**config.mk**
```make
export PLATFORM = sky130hd
export DESIGN_NAME = tbl_clk_div
export DESIGN_NICKNAME = d
export VERILOG_FILES = /design/src/rtl/tcgd_pkg.sv /design/src/rtl/tcgd_regs.sv /design/src/rtl/tcgd_decode.sv /design/src/rtl/tcgd_core.sv /design/src/rtl/tbl_clk_div.sv
export SDC_FILE = /design/constraint.sdc
export NUM_CORES = 1
export LEC_CHECK = 0
export BUFFER_PORTS_ARGS = -buffer_cell sky130_fd_sc_hd__buf_2
export CELL_PAD_IN_SITES_DETAIL_PLACEMENT = 0
export CELL_PAD_IN_SITES_GLOBAL_PLACEMENT = 1
export CORE_ASPECT_RATIO = 1.75
export CORE_UTILIZATION = 29
export DETAILED_ROUTE_END_ITERATION = 12
export PLACE_DENSITY_LB_ADDON = 0.1
export SLEW_MARGIN = 0
export SYNTH_ARGS = -nofsm -noshare
export SYNTH_HDL_FRONTEND = slang
export SYNTH_HIERARCHICAL = 1
export SYNTH_SLANG_ARGS = --single-unit
```
**constraint.sdc**
```tcl
create_clock -name clk -period 3.05 [get_ports clk]
set_clock_uncertainty 0.05 [all_clocks]
set_input_delay 0 -clock clk [delete_from_list [all_inputs] [get_ports clk]]
set_output_delay 0 -clock clk [all_outputs]
set_load 0.02 [all_outputs]
```
**src/rtl/tcgd_pkg.sv**
```systemverilog
package tcgd_pkg;

    localparam int SEL_W   = 4;
    localparam int RATIO_W = 6;

    typedef logic [SEL_W-1:0]   sel_t;
    typedef logic [RATIO_W-1:0] ratio_t;

    typedef struct packed {
        logic stop;
        sel_t sel;
    } ctrl_t;

    // Non-linear select table; 0 marks an unassigned code.
    function automatic ratio_t sel_to_ratio(input sel_t s);
        ratio_t r;
        case (s)
            4'd1:    r = ratio_t'(3);
            4'd2:    r = ratio_t'(4);
            4'd3:    r = ratio_t'(6);
            4'd4:    r = ratio_t'(8);
            4'd5:    r = ratio_t'(12);
            4'd6:    r = ratio_t'(16);
            4'd7:    r = ratio_t'(18);
            4'd8:    r = ratio_t'(24);
            4'd10:   r = ratio_t'(36);
            4'd11:   r = ratio_t'(48);
            default: r = '0;
        endcase
        return r;
    endfunction

    function automatic logic sel_legal(input sel_t s);
        return sel_to_ratio(s) != '0;
    endfunction

endpackage

```
**src/rtl/tcgd_regs.sv**
```systemverilog
module tcgd_regs
    import tcgd_pkg::*;
#(
    parameter int          ADDR_W   = 12,
    parameter int          DATA_W   = 32,
    parameter logic [11:0] OFFSET   = 12'h25C,
    parameter int          SEL_LSB  = 0,
    parameter int          STOP_BIT = 8,
    parameter int          RST_SEL  = 1
) (
    input  logic              clk,
    input  logic              rst,
    input  logic              we,
    input  logic [ADDR_W-1:0] addr,
    input  logic [DATA_W-1:0] wdata,
    output logic [DATA_W-1:0] rdata,
    output ctrl_t             ctrl
);
    localparam logic [ADDR_W-1:0] HIT = ADDR_W'(OFFSET);

    ctrl_t ctrl_q;
    sel_t  wr_sel;
    logic  hit;
    logic [DATA_W-1:0] word;

    assign hit    = (addr == HIT);
    assign wr_sel = wdata[SEL_LSB +: SEL_W];

    always_ff @(posedge clk) begin
        if (rst) begin
            ctrl_q.stop <= 1'b0;
            ctrl_q.sel  <= sel_t'(RST_SEL);
        end else if (we && hit) begin
            ctrl_q.stop <= wdata[STOP_BIT];
            if (sel_legal(wr_sel)) begin
                ctrl_q.sel <= wr_sel;
            end
        end
    end

    always_comb begin
        word                        = '0;
        word[SEL_LSB +: SEL_W]      = ctrl_q.sel;
        word[STOP_BIT]              = ctrl_q.stop;
        rdata                       = hit ? word : '0;
    end

    assign ctrl = ctrl_q;
endmodule

```
**src/rtl/tcgd_decode.sv**
```systemverilog
module tcgd_decode
    import tcgd_pkg::*;
(
    input  sel_t   sel,
    output ratio_t ratio
);
    assign ratio = sel_to_ratio(sel);
endmodule

```
**src/rtl/tcgd_core.sv**
```systemverilog
module tcgd_core
    import tcgd_pkg::*;
#(
    parameter int RST_RATIO = 3
) (
    input  logic   clk,
    input  logic   rst,
    input  ratio_t ratio_in,
    input  logic   stop_in,
    output logic   clk_out,
    output ratio_t cnt_o,
    output ratio_t act_o,
    output logic   run_o
);
    localparam ratio_t ONE  = ratio_t'(1);
    localparam ratio_t R_RST = ratio_t'(RST_RATIO);

    ratio_t cnt_q, cnt_d, act_q, act_d;
    logic   run_q, run_d, out_q, out_d, wrap;

    assign wrap = (cnt_q == act_q - ONE);

    always_comb begin
        if (wrap) begin
            cnt_d = '0;
            act_d = ratio_in;
            run_d = ~stop_in;
        end else begin
            cnt_d = cnt_q + ONE;
            act_d = act_q;
            run_d = run_q;
        end
        out_d = run_d && (cnt_d < (act_d >> 1));
    end

    always_ff @(posedge clk) begin
        if (rst) begin
            cnt_q <= R_RST - ONE;
            act_q <= R_RST;
            run_q <= 1'b1;
            out_q <= 1'b0;
        end else begin
            cnt_q <= cnt_d;
            act_q <= act_d;
            run_q <= run_d;
            out_q <= out_d;
        end
    end

    assign clk_out = out_q;
    assign cnt_o   = cnt_q;
    assign act_o   = act_q;
    assign run_o   = run_q;
endmodule

```
**src/rtl/tbl_clk_div.sv**
```systemverilog
module tbl_clk_div
    import tcgd_pkg::*;
#(
    parameter int          ADDR_W   = 12,
    parameter int          DATA_W   = 32,
    parameter logic [11:0] OFFSET   = 12'h25C,
    parameter int          SEL_LSB  = 0,
    parameter int          STOP_BIT = 8,
    parameter int          RST_SEL  = 1
) (
    input  logic              clk,
    input  logic              rst,
    input  logic              bus_we,
    input  logic [ADDR_W-1:0] bus_addr,
    input  logic [DATA_W-1:0] bus_wdata,
    output logic [DATA_W-1:0] bus_rdata,
    output logic              clk_out
);
    localparam int RST_RATIO = int'(sel_to_ratio(sel_t'(RST_SEL)));

    ctrl_t  ctrl;
    ratio_t ratio;
    ratio_t cnt;
    ratio_t act;
    logic   run;

    tcgd_regs #(
        .ADDR_W(ADDR_W), .DATA_W(DATA_W), .OFFSET(OFFSET),
        .SEL_LSB(SEL_LSB), .STOP_BIT(STOP_BIT), .RST_SEL(RST_SEL)
    ) u_regs (
        .clk(clk), .rst(rst), .we(bus_we), .addr(bus_addr),
        .wdata(bus_wdata), .rdata(bus_rdata), .ctrl(ctrl)
    );

    tcgd_decode u_dec (
        .sel(ctrl.sel), .ratio(ratio)
    );

    tcgd_core #(.RST_RATIO(RST_RATIO)) u_core (
        .clk(clk), .rst(rst), .ratio_in(ratio), .stop_in(ctrl.stop),
        .clk_out(clk_out), .cnt_o(cnt), .act_o(act), .run_o(run)
    );
endmodule

```
==> results.cfg, run 1 <==
[yosys]
synth_most_common_cell = buf_4
synth_area_leaders = dfxtp_1 24%, buf_4 13%, ha_1 10%
synth_area_per_cell_um2 = 8.66
yosysTopAreaCell = dfxtp_1
async_flop_share_pct = 0
synth_seq_cells = 19
synthTopCellsByCount = 28 x buf_4, 19 x dfxtp_1, 13 x ha_1, 13 x nor2_1, 10 x mux2i_1
synth_warnings = 6
ys.flop_type = dfxtp_1
synth_seq_area_share_pct = 24.1
synth_edf_count = 0
synthCells = 182
yosysTopAreaCellShare_pct = 24.1
synth_cell_type_count = 48
synth_area_mm2 = 0.00158

[clocking]
cts_root_buf = clkbuf_8
cts_tree = yes
cts_sinks = 19
cts_buffers = 3
htree_levels = 1
cts.path.max_buffers = 2
clkTransAtPathRegs_ns = 0.07
clock_latency_ns = 0.26

[pwr]
finalPower_mw = 1.26
irDropWorstVdd_uv = 248
cellLeakagePower_nw = 0.851
p_per_area_mw_per_mm2 = 668

[finish]
layout-drive-gt1-share_pct = 29.0
layout.nets = 282
seqCellArea_um2 = 380
layoutNonFillerInstCount = 276
nFillCells = 565
multi_input_area_mm2 = 0.00109
fin_util_pct = 35.9
area_delta_synth_final_pct = 19.6
antenna_cells = 0
stdcell_area_mm2 = 0.00188

[critical_path]
cp.arrival_ns = 3.09
cp_max_fo = 4
required_ns = 3.17
startpoint_type = flop
endpoint_kind = flop
crit_type = reg2reg

[sta]
setup_violations = 0
hold_viol = 0
post-route-min-period_ns = 2.97
rsz0062_at_grt = true
fmax_ghz = 0.337
drv_slew = 0
post-route-period-util_pct = 97.4
layout_setup_ws_ns = 0.0806
fin_tns_setup_ns = 0
holdWs_ns = 0.0343

[placement]
place_hpwl_um = 3080
place_congestion = 0.772
pre_cts_ws_ns = -0.0770
place_area_mm2 = 0.00173
dp.cells = 269
io_buffers = 25

[routing]
wire_per_inst_um = 13.3
postRouteAntennaNets = 0
num_vias = 1274
drt_iter0_markers = 46
drt-pass1-iter-count = 8
wl_um = 3680
routed_via_density = 4.62
drcViolationCount = 1

[die]
start_util_pct = 30.0
chipWidth_um = 57.7
num_io_pins = 80
die_area_mm2 = 0.00574
die_h_um = 99.5
coreArea_mm2 = 0.00526
rows = 35

[global_route]
grt_start_max_net_pins = 23
grt_overflow_total = 0
grt.total_usage_pct = 13.6
antenna_found_initial = 0
grt_pass1_wl_um = 5950
grt_pass1_vias = 1328

[outcome]
status = finished with violations
violations = design-rule violations

[worst_hold_path]
hold_path.class = in2reg

[flow_run]
cap_violations = 0
## cell type report
class / count / area share [%]
inverters: 9 / 1.79
repair buffers: 41 / 13.9
flip-flops and latches: 19 / 20.2
multi-input cells: 148 / 58.0
well taps: 55 / 3.65
clock buffers: 4 / 2.39
## final timing paths
kind / cells after the start / slack (ns) / start / end
setup reg to reg: 9 / 0.08 / u_core/act_o[0] / u_core/clk_out
hold reg to reg: 2 / 0.42 / u_regs/ctrl[4] / u_regs/ctrl[4]
hold / removal: 3 / 0.03 / bus_wdata[0] / u_regs/ctrl[0]
setup / recovery: 9 / 0.08 / u_core/act_o[0] / u_core/clk_out
## power by group
| group | switching, mW | internal (mW) | total (mW) |
|---|---|---|---|
| Clock | 0.0854 | 0.0929 | 0.178 |
| Sequential | 0.0304 | 0.283 | 0.314 |
| Combinational | 0.372 | 0.395 | 0.767 |
## layout by cell type (no fill, tap or decap), types with 2 or more instances in the layout
master	n
and3_1	2
dlygate4sd3_1	2
a21oi_1	3
nand3_1	5
conb_1	27
ha_1	13
o21ai_0	3
nor3b_1	2
clkbuf_8	3
buf_2	25
a31oi_1	2
mux2i_1	6
mux2i_4	3
inv_1	9
dfxtp_1	19
xor2_1	3
nand2b_1	2
o211ai_1	2
nor2_1	13
nor4b_1	3
or3_4	2
and2_1	5
nand3b_1	2
or2_2	2
nor2b_1	3
nor3_1	7
xnor2_1	7
buf_4	13
nand2_1	4
or2b_2	5
## registers in the layout, indices dropped and copies added (netlist names)
register	cells
u_core/clk_out	1
u_core/cnt_o	6
u_regs/ctrl	5
u_core/run_o	1
u_core/act_o	6
## timing repair
action,in CTS,in global routing
hold endpoints to repair,1,0
endpoints found under the setup margin,1,1
buffers inserted,0,1
resized for setup,7,8
hold buffers,2,0
pin swaps,0,4
## logic make-up (layout without fill, tap and decap cells)
| group | after synthesis | after routing | synth area share, % |
|---|---|---|---|
| simple gates | 69 | 69 | 27.5 |
| buf+inv | 41 | 54 | 17.0 |
| compound gates | 19 | 19 | 8.90 |
| flops | 19 | 19 | 24.1 |
| fa+ha+maj | 13 | 13 | 10.3 |
| xor+xnor | 10 | 10 | 5.56 |
| mux | 10 | 10 | 6.35 |
| other cells | 1 | 27 | 0.238 |
## routing by layer
metal,global-route usage [%],up-vias,share of wire (%)
li1,-,643,-
met1,12.6,602,36
met2,27.2,27,60
met3,2.34,2,2.8
met4,6.23,0,0.73
met5,0,-,0
## critical path, stage by stage (launching register included)
cell and delay (ns):
dfxtp_1 0.31, or4_4 0.54, or3_4 0.35, a2111oi_4 0.32, and2_4 0.26, mux2i_2 0.26
ha_1 0.29, a21oi_2 0.16, o211ai_1 0.10, a221oi_1 0.25
No activity file was read; power rests on OpenSTA's default activity.
==> run 2: changes to the inputs <==
--- a/config.mk
+++ b/config.mk
@@ -9,7 +9,7 @@
 export CELL_PAD_IN_SITES_DETAIL_PLACEMENT = 0
 export CELL_PAD_IN_SITES_GLOBAL_PLACEMENT = 1
 export CORE_ASPECT_RATIO = 1.75
-export CORE_UTILIZATION = 29
+export CORE_UTILIZATION = 30
 export DETAILED_ROUTE_END_ITERATION = 12
 export PLACE_DENSITY_LB_ADDON = 0.1
 export SLEW_MARGIN = 0
==> constraint.sdc (replaced) <==
create_clock -name clk -period 3.4 [get_ports clk]
set_clock_uncertainty 0.05 [all_clocks]
set_input_delay 0 -clock clk [delete_from_list [all_inputs] [get_ports clk]]
set_output_delay 0 -clock clk [all_outputs]
set_load 0.02 [all_outputs]
==> run 2 against run 1 <==
The run now ends clean. Clock-buffer cell count fell by 1. Clock power fell by 10%. Maximum frequency fell by 7.8%. Highest routed layer unchanged.
==> results.cfg, run 2 (synthesis gave the netlist of run 1 again) <==
[critical_path]
crit_chain = or4_1, or3_1, a2111oi_2, and2_4, buf_4, nor2b_1, ha_1, inv_1, a31o_2, o211ai_1, a221oi_1
cpPeakStageDelay_ns = 0.55
reg2reg_slack_ns = 0.18
startpoint_type = flop
r2r_start = u_core/act_o[0]
cp.arrival_ns = 3.30
required_ns = 3.48
critPathTopFamily = simple AND/OR/NAND/NOR gates
cp_max_fo = 13
r2r_cells = 11
crit_type = reg2reg
rr_endpoint = u_core/clk_out
endpoint_kind = flop
path_buf_inv = 2
crit_slowest_cell = or4_1

[die]
chipWidth_um = 56.8
rows = 34
die_area_mm2 = 0.00556
die_h_um = 97.9
coreArea_mm2 = 0.00502
start_util_pct = 31.4
num_io_pins = 80

[global_route]
grt_start_max_net_pins = 23
grt_pass1_wl_um = 6110
busiest_layer = met2
antenna_found_initial = 0
grt.total_usage_pct = 13.9
met3_usage_pct = 1.32
met2_usage_pct = 29.1
grt_util_met1_pct = 12.9
grt_overflow_total = 0
grt_pass1_vias = 1319

[finish]
layout.nets = 273
layoutNonFillerInstCount = 266
nFillCells = 554
layout-drive-gt1-share_pct = 23.6
stdcell_area_mm2 = 0.00174
layout_common_cells = 27 x conb_1, 25 x buf_2, 19 x dfxtp_1
final_common_cell = conb_1
seqCellArea_um2 = 380
fin_util_pct = 34.7
antenna_cells = 0
area_delta_synth_final_pct = 10.6
multi_input_area_mm2 = 0.00103

[worst_hold_path]
min-delay-start = bus_wdata[0]
hold_path.class = in2reg
min_to = u_regs/ctrl[0]
whs_path_depth = 3

[routing]
drcViolationCount = 0
wire_per_inst_um = 13.5
drt_iter0_markers = 28
num_vias = 1236
routed_via_density = 4.65
drt-pass1-iter-count = 4
wl_um = 3590
postRouteAntennaNets = 0

[pwr]
irDropWorstVdd_uv = 155
cellLeakagePower_nw = 0.806
p_per_area_mw_per_mm2 = 572

[clocking]
cts.path.max_buffers = 2
clock_latency_ns = 0.25
htree_levels = 1
cts_sinks = 19
cts_buffers = 3
postCtsSetupBuffers = 0
clkTransAtPathRegs_ns = 0.08
cts_root_buf = clkbuf_8
cts_tree = yes

[sta]
fin_tns_setup_ns = 0
post-route-period-util_pct = 94.8
post-route-min-period_ns = 3.22
hold_viol = 0
fmax_ghz = 0.310
setup_violations = 0
rsz0062_at_grt = false
drv_slew = 0

[placement]
place_area_mm2 = 0.00167
dp.cells = 260
place_congestion = 0.787
io_buffers = 25
place_hpwl_um = 3030

[outcome]
status = finished clean

[flow_run]
cap_violations = 0
-- run 2: cell types whose count changed in the layout (fill, tap and decap cells not counted), sizes merged --
cell,before,now
buf,39,30
clkbuf,4,3
clkinv,0,1
-- run 2: worst max-delay path by stage --
| stage | to | slack (ns) | depth (start not counted) | from |
|---|---|---|---|---|
| global placement | u_core/clk_out | 0.07 | 10 | u_core/act_o[0] |
| floorplan | u_core/clk_out | 0.38 | 10 | u_core/act_o[0] |
| finish | u_core/clk_out | 0.18 | 11 | u_core/act_o[0] |
| detailed placement | u_core/clk_out | 0.02 | 10 | u_core/act_o[0] |
| global route | u_core/clk_out | 0.009 | 11 | u_core/act_o[0] |
| CTS | u_core/clk_out | 0.06 | 10 | u_core/act_o[0] |
-- run 2: report_power, final --
group | internal, mW | switching [mW]
sequential | 0.254 | 0.0348
clock | 0.0815 | 0.0783
combinational | 0.255 | 0.292
total | 0.591 | 0.405
-- run 2: layout make-up --
cell class / count / area share, %
timing repair buffer: 32 / 10.5
tap: 54 / 3.88
clock inverter: 1 / 0.287
inverter: 9 / 1.94
sequential: 19 / 21.8
multi-input combinational: 148 / 59.2
clock buffer: 3 / 2.37
-- run 2: stage by stage --
stage	setup WS, ns	power [mW]	hold slack [ns]
6_report	0.178	0.996	0.0355
5_1_grt	0.00859	1.09	0.0606
4_1_cts	0.0566	0.993	0.0293
3_5_place_dp	0.0231	0.820	0.221
3_3_place_gp	0.0658	0.808	0.228
2_1_floorplan	0.384	0.726	0.0191
-- run 2: tightest hold or removal path: cells and delay by family --
kind,cells,cell delay (ns)
simple gates,1,0.05
mux,1,0.13
buf+inv,1,0.11
-- run 2: layer usage --
| metal | up-vias | part of all wire, % |
|---|---|---|
| met3 | 4 | 2.8 |
| met1 | 576 | 35 |
| li1 | 627 | - |
| met4 | 0 | 1.9 |
| met2 | 29 | 61 |
| met5 | - | 0 |
-- run 2: repair_timing --
| action | CTS | global route |
|---|---|---|
| gates resized for setup | 1 | 2 |
| endpoints found under the hold margin | 1 | 0 |
| endpoints found under the setup margin | 1 | 1 |
| hold buffers | 2 | 0 |
==> run 3: changes to the inputs <==
--- a/config.mk
+++ b/config.mk
@@ -5,6 +5,7 @@
 export SDC_FILE = /design/constraint.sdc
 export NUM_CORES = 1
 export LEC_CHECK = 0
+export ABC_AREA = 1
 export BUFFER_PORTS_ARGS = -buffer_cell sky130_fd_sc_hd__buf_2
 export CELL_PAD_IN_SITES_DETAIL_PLACEMENT = 0
 export CELL_PAD_IN_SITES_GLOBAL_PLACEMENT = 1
==> run 3 against run 2 <==
Register-to-register slack better by 0.60 ns. Largest power group unchanged. Sequential share of layout area is 1.5 points lower. Critical endpoint unchanged. Final cell count is 37% higher. Maximum frequency is 23% higher. Global-route usage is 0.79 points lower.
==> results.cfg, run 3 <==
[yosys]
yosysTopAreaCell = dfxtp_1
synth_area_mm2 = 0.00172
synthCells = 262
synth_area_leaders = dfxtp_1 22%, nand2_1 13%, buf_4 12%
synth_cell_type_count = 31
synth_most_common_cell = nand2_1
synth_area_per_cell_um2 = 6.55
async_flop_share_pct = 0
synth_warnings = 6
synth_seq_area_share_pct = 22.2
yosysTopAreaCellShare_pct = 22.2
synth_seq_cells = 19
synthTopCellsByCount = 61 x nand2_1, 35 x inv_1, 32 x nor2_1
synth_edf_count = 0
ys.flop_type = dfxtp_1

[global_route]
grt_pass1_vias = 1463
grt_overflow_total = 0
grt_start_max_net_pins = 14
grt_pass1_wl_um = 6000
antenna_found_initial = 0
grt.total_usage_pct = 13.1

[die]
die_area_mm2 = 0.00604
chipWidth_um = 59.2
start_util_pct = 31.0
rows = 36
die_h_um = 102
num_io_pins = 80
coreArea_mm2 = 0.00554

[placement]
place_congestion = 0.718
io_buffers = 25
place_hpwl_um = 3120
pre_cts_ws_ns = 0.735
place_area_mm2 = 0.00182

[critical_path]
critical_path.startpoint = u_core/act_o[0]
required_ns = 3.49
cp.arrival_ns = 2.72
endpoint_kind = flop
crit_slowest_cell = dfxtp_1
startpoint_type = flop
crit_type = reg2reg
r2r_cells = 15
crit_chain = inv_1, ha_1, xnor2_1, nor2_1, nand3_2, nor2_4, inv_2, nand2_1, o21ai_0, ha_1, inv_1, o211ai_2, clkinv_1, nand3_1, nor2_1
cpPeakStageDelay_ns = 0.38
r2r_start = u_core/act_o[0]
cp_max_fo = 7

[routing]
drt_iter0_markers = 52
postRouteAntennaNets = 0
drt-pass1-iter-count = 6
wire_per_inst_um = 9.76
wl_um = 3560
routed_via_density = 4.04
num_vias = 1475
drcViolationCount = 0

[finish]
final_common_cell = nand2_1
seqCellArea_um2 = 380
antenna_cells = 0
area_delta_synth_final_pct = 9.19
layout-drive-gt1-share_pct = 17.6
multi_input_area_mm2 = 0.00105
layout.nets = 350
layout_common_cells = 61 x nand2_1, 35 x inv_1, 32 x nor2_1
fin_util_pct = 33.8
nFillCells = 662
stdcell_area_mm2 = 0.00187

[pwr]
p_sw_share_pct = 49.1
combPwrFrac_pct = 62.9
p_per_area_mw_per_mm2 = 681
internal_power_uw = 649
cellLeakagePower_nw = 0.998
switching_power_uw = 627
pwr-share-clk_pct = 12.3
irDropWorstVdd_uv = 170
seqPwrFrac_pct = 24.7

[clocking]
postCtsSetupBuffers = 0
clkTransAtPathRegs_ns = 0.07
cts_buffers = 3
cts_root_buf = clkbuf_8
cts-resized-gates = 0
cts.path.max_buffers = 2
cts_tree = yes
clock_latency_ns = 0.25
cts_sinks = 19
htree_levels = 1

[sta]
holdWs_ns = 0.0216
hold_viol = 0
drv_slew = 0
fmax_ghz = 0.381
fin_tns_setup_ns = 0
setup_violations = 0
post-route-period-util_pct = 77.2
post-route-min-period_ns = 2.63
rsz0062_at_grt = false
layout_setup_ws_ns = 0.774

[outcome]
status = finished clean

[flow_run]
cap_violations = 0

[worst_hold_path]
whs_path_depth = 3
hold_path.class = in2reg
min-delay-start = bus_wdata[0]
## run 3: routing by layer
layer | wire [um] | vias to the layer above | global-route usage (%)
li1 | - | 802 | -
met1 | 1230 | 646 | 10.7
met2 | 2240 | 25 | 30.1
met3 | 50 | 2 | 0.380
met4 | 39 | 0 | 4.40
met5 | 0 | - | 0
## run 3: what timing repair did
action                                 CTS  global route
setup endpoints to repair                0             0
endpoints found under the hold margin    1             0
hold buffers                             1             0
## run 3: cell families after synthesis
family	count (synthesis)	synth area share, %
XOR/XNOR	6	3.06
adder cells (fa/ha/maj)	13	9.48
flip-flops	19	22.2
AND/OR/NAND/NOR	132	35.4
other	1	0.219
multiplexers	1	0.584
AO/OA/AOI/OAI	17	6.71
buffers and inverters	73	22.4
## run 3: worst paths after layout
kind / endpoint / slack, ns
setup / recovery: u_core/clk_out / 0.77
setup reg to reg: u_core/clk_out / 0.77
hold reg to reg: u_core/run_o / 0.46
hold / removal: u_regs/ctrl[0] / 0.02
## run 3: power by group through the flow
stage	Sequential [mW]	Clock, mW	Combinational [mW]
final	0.315	0.157	0.803
after global placement	0.322	0	0.822
after detailed placement	0.322	0	0.822
after global routing	0.324	0.171	0.932
after floorplan	0.320	0	0.652
after CTS	0.317	0.171	0.827
## run 3: worst max-delay path, delay by kind of cell, from the launching register on
family                   cells  cell delay [ns]
buffers and inverters        4             0.39
AO/OA/AOI/OAI                2             0.28
adder cells (fa/ha/maj)      2             0.63
XOR/XNOR                     1             0.13
flip-flops                   1             0.38
AND/OR/NAND/NOR              6             0.65
## run 3: layout make-up
type,instances,area share (%)
Multi-Input combinational cell,196,56.0
Sequential cell,19,20.3
Inverter,43,8.62
Timing Repair Buffer,27,7.62
Tap cell,76,5.08
Clock buffer,4,2.40
## run 3: through the flow
stage | std cells | total power [mW]
2_1_floorplan | 288 | 0.972
3_3_place_gp | 360 | 1.14
3_5_place_dp | 360 | 1.14
4_1_cts | 365 | 1.31
5_1_grt | 365 | 1.43
6_report | 365 | 1.28
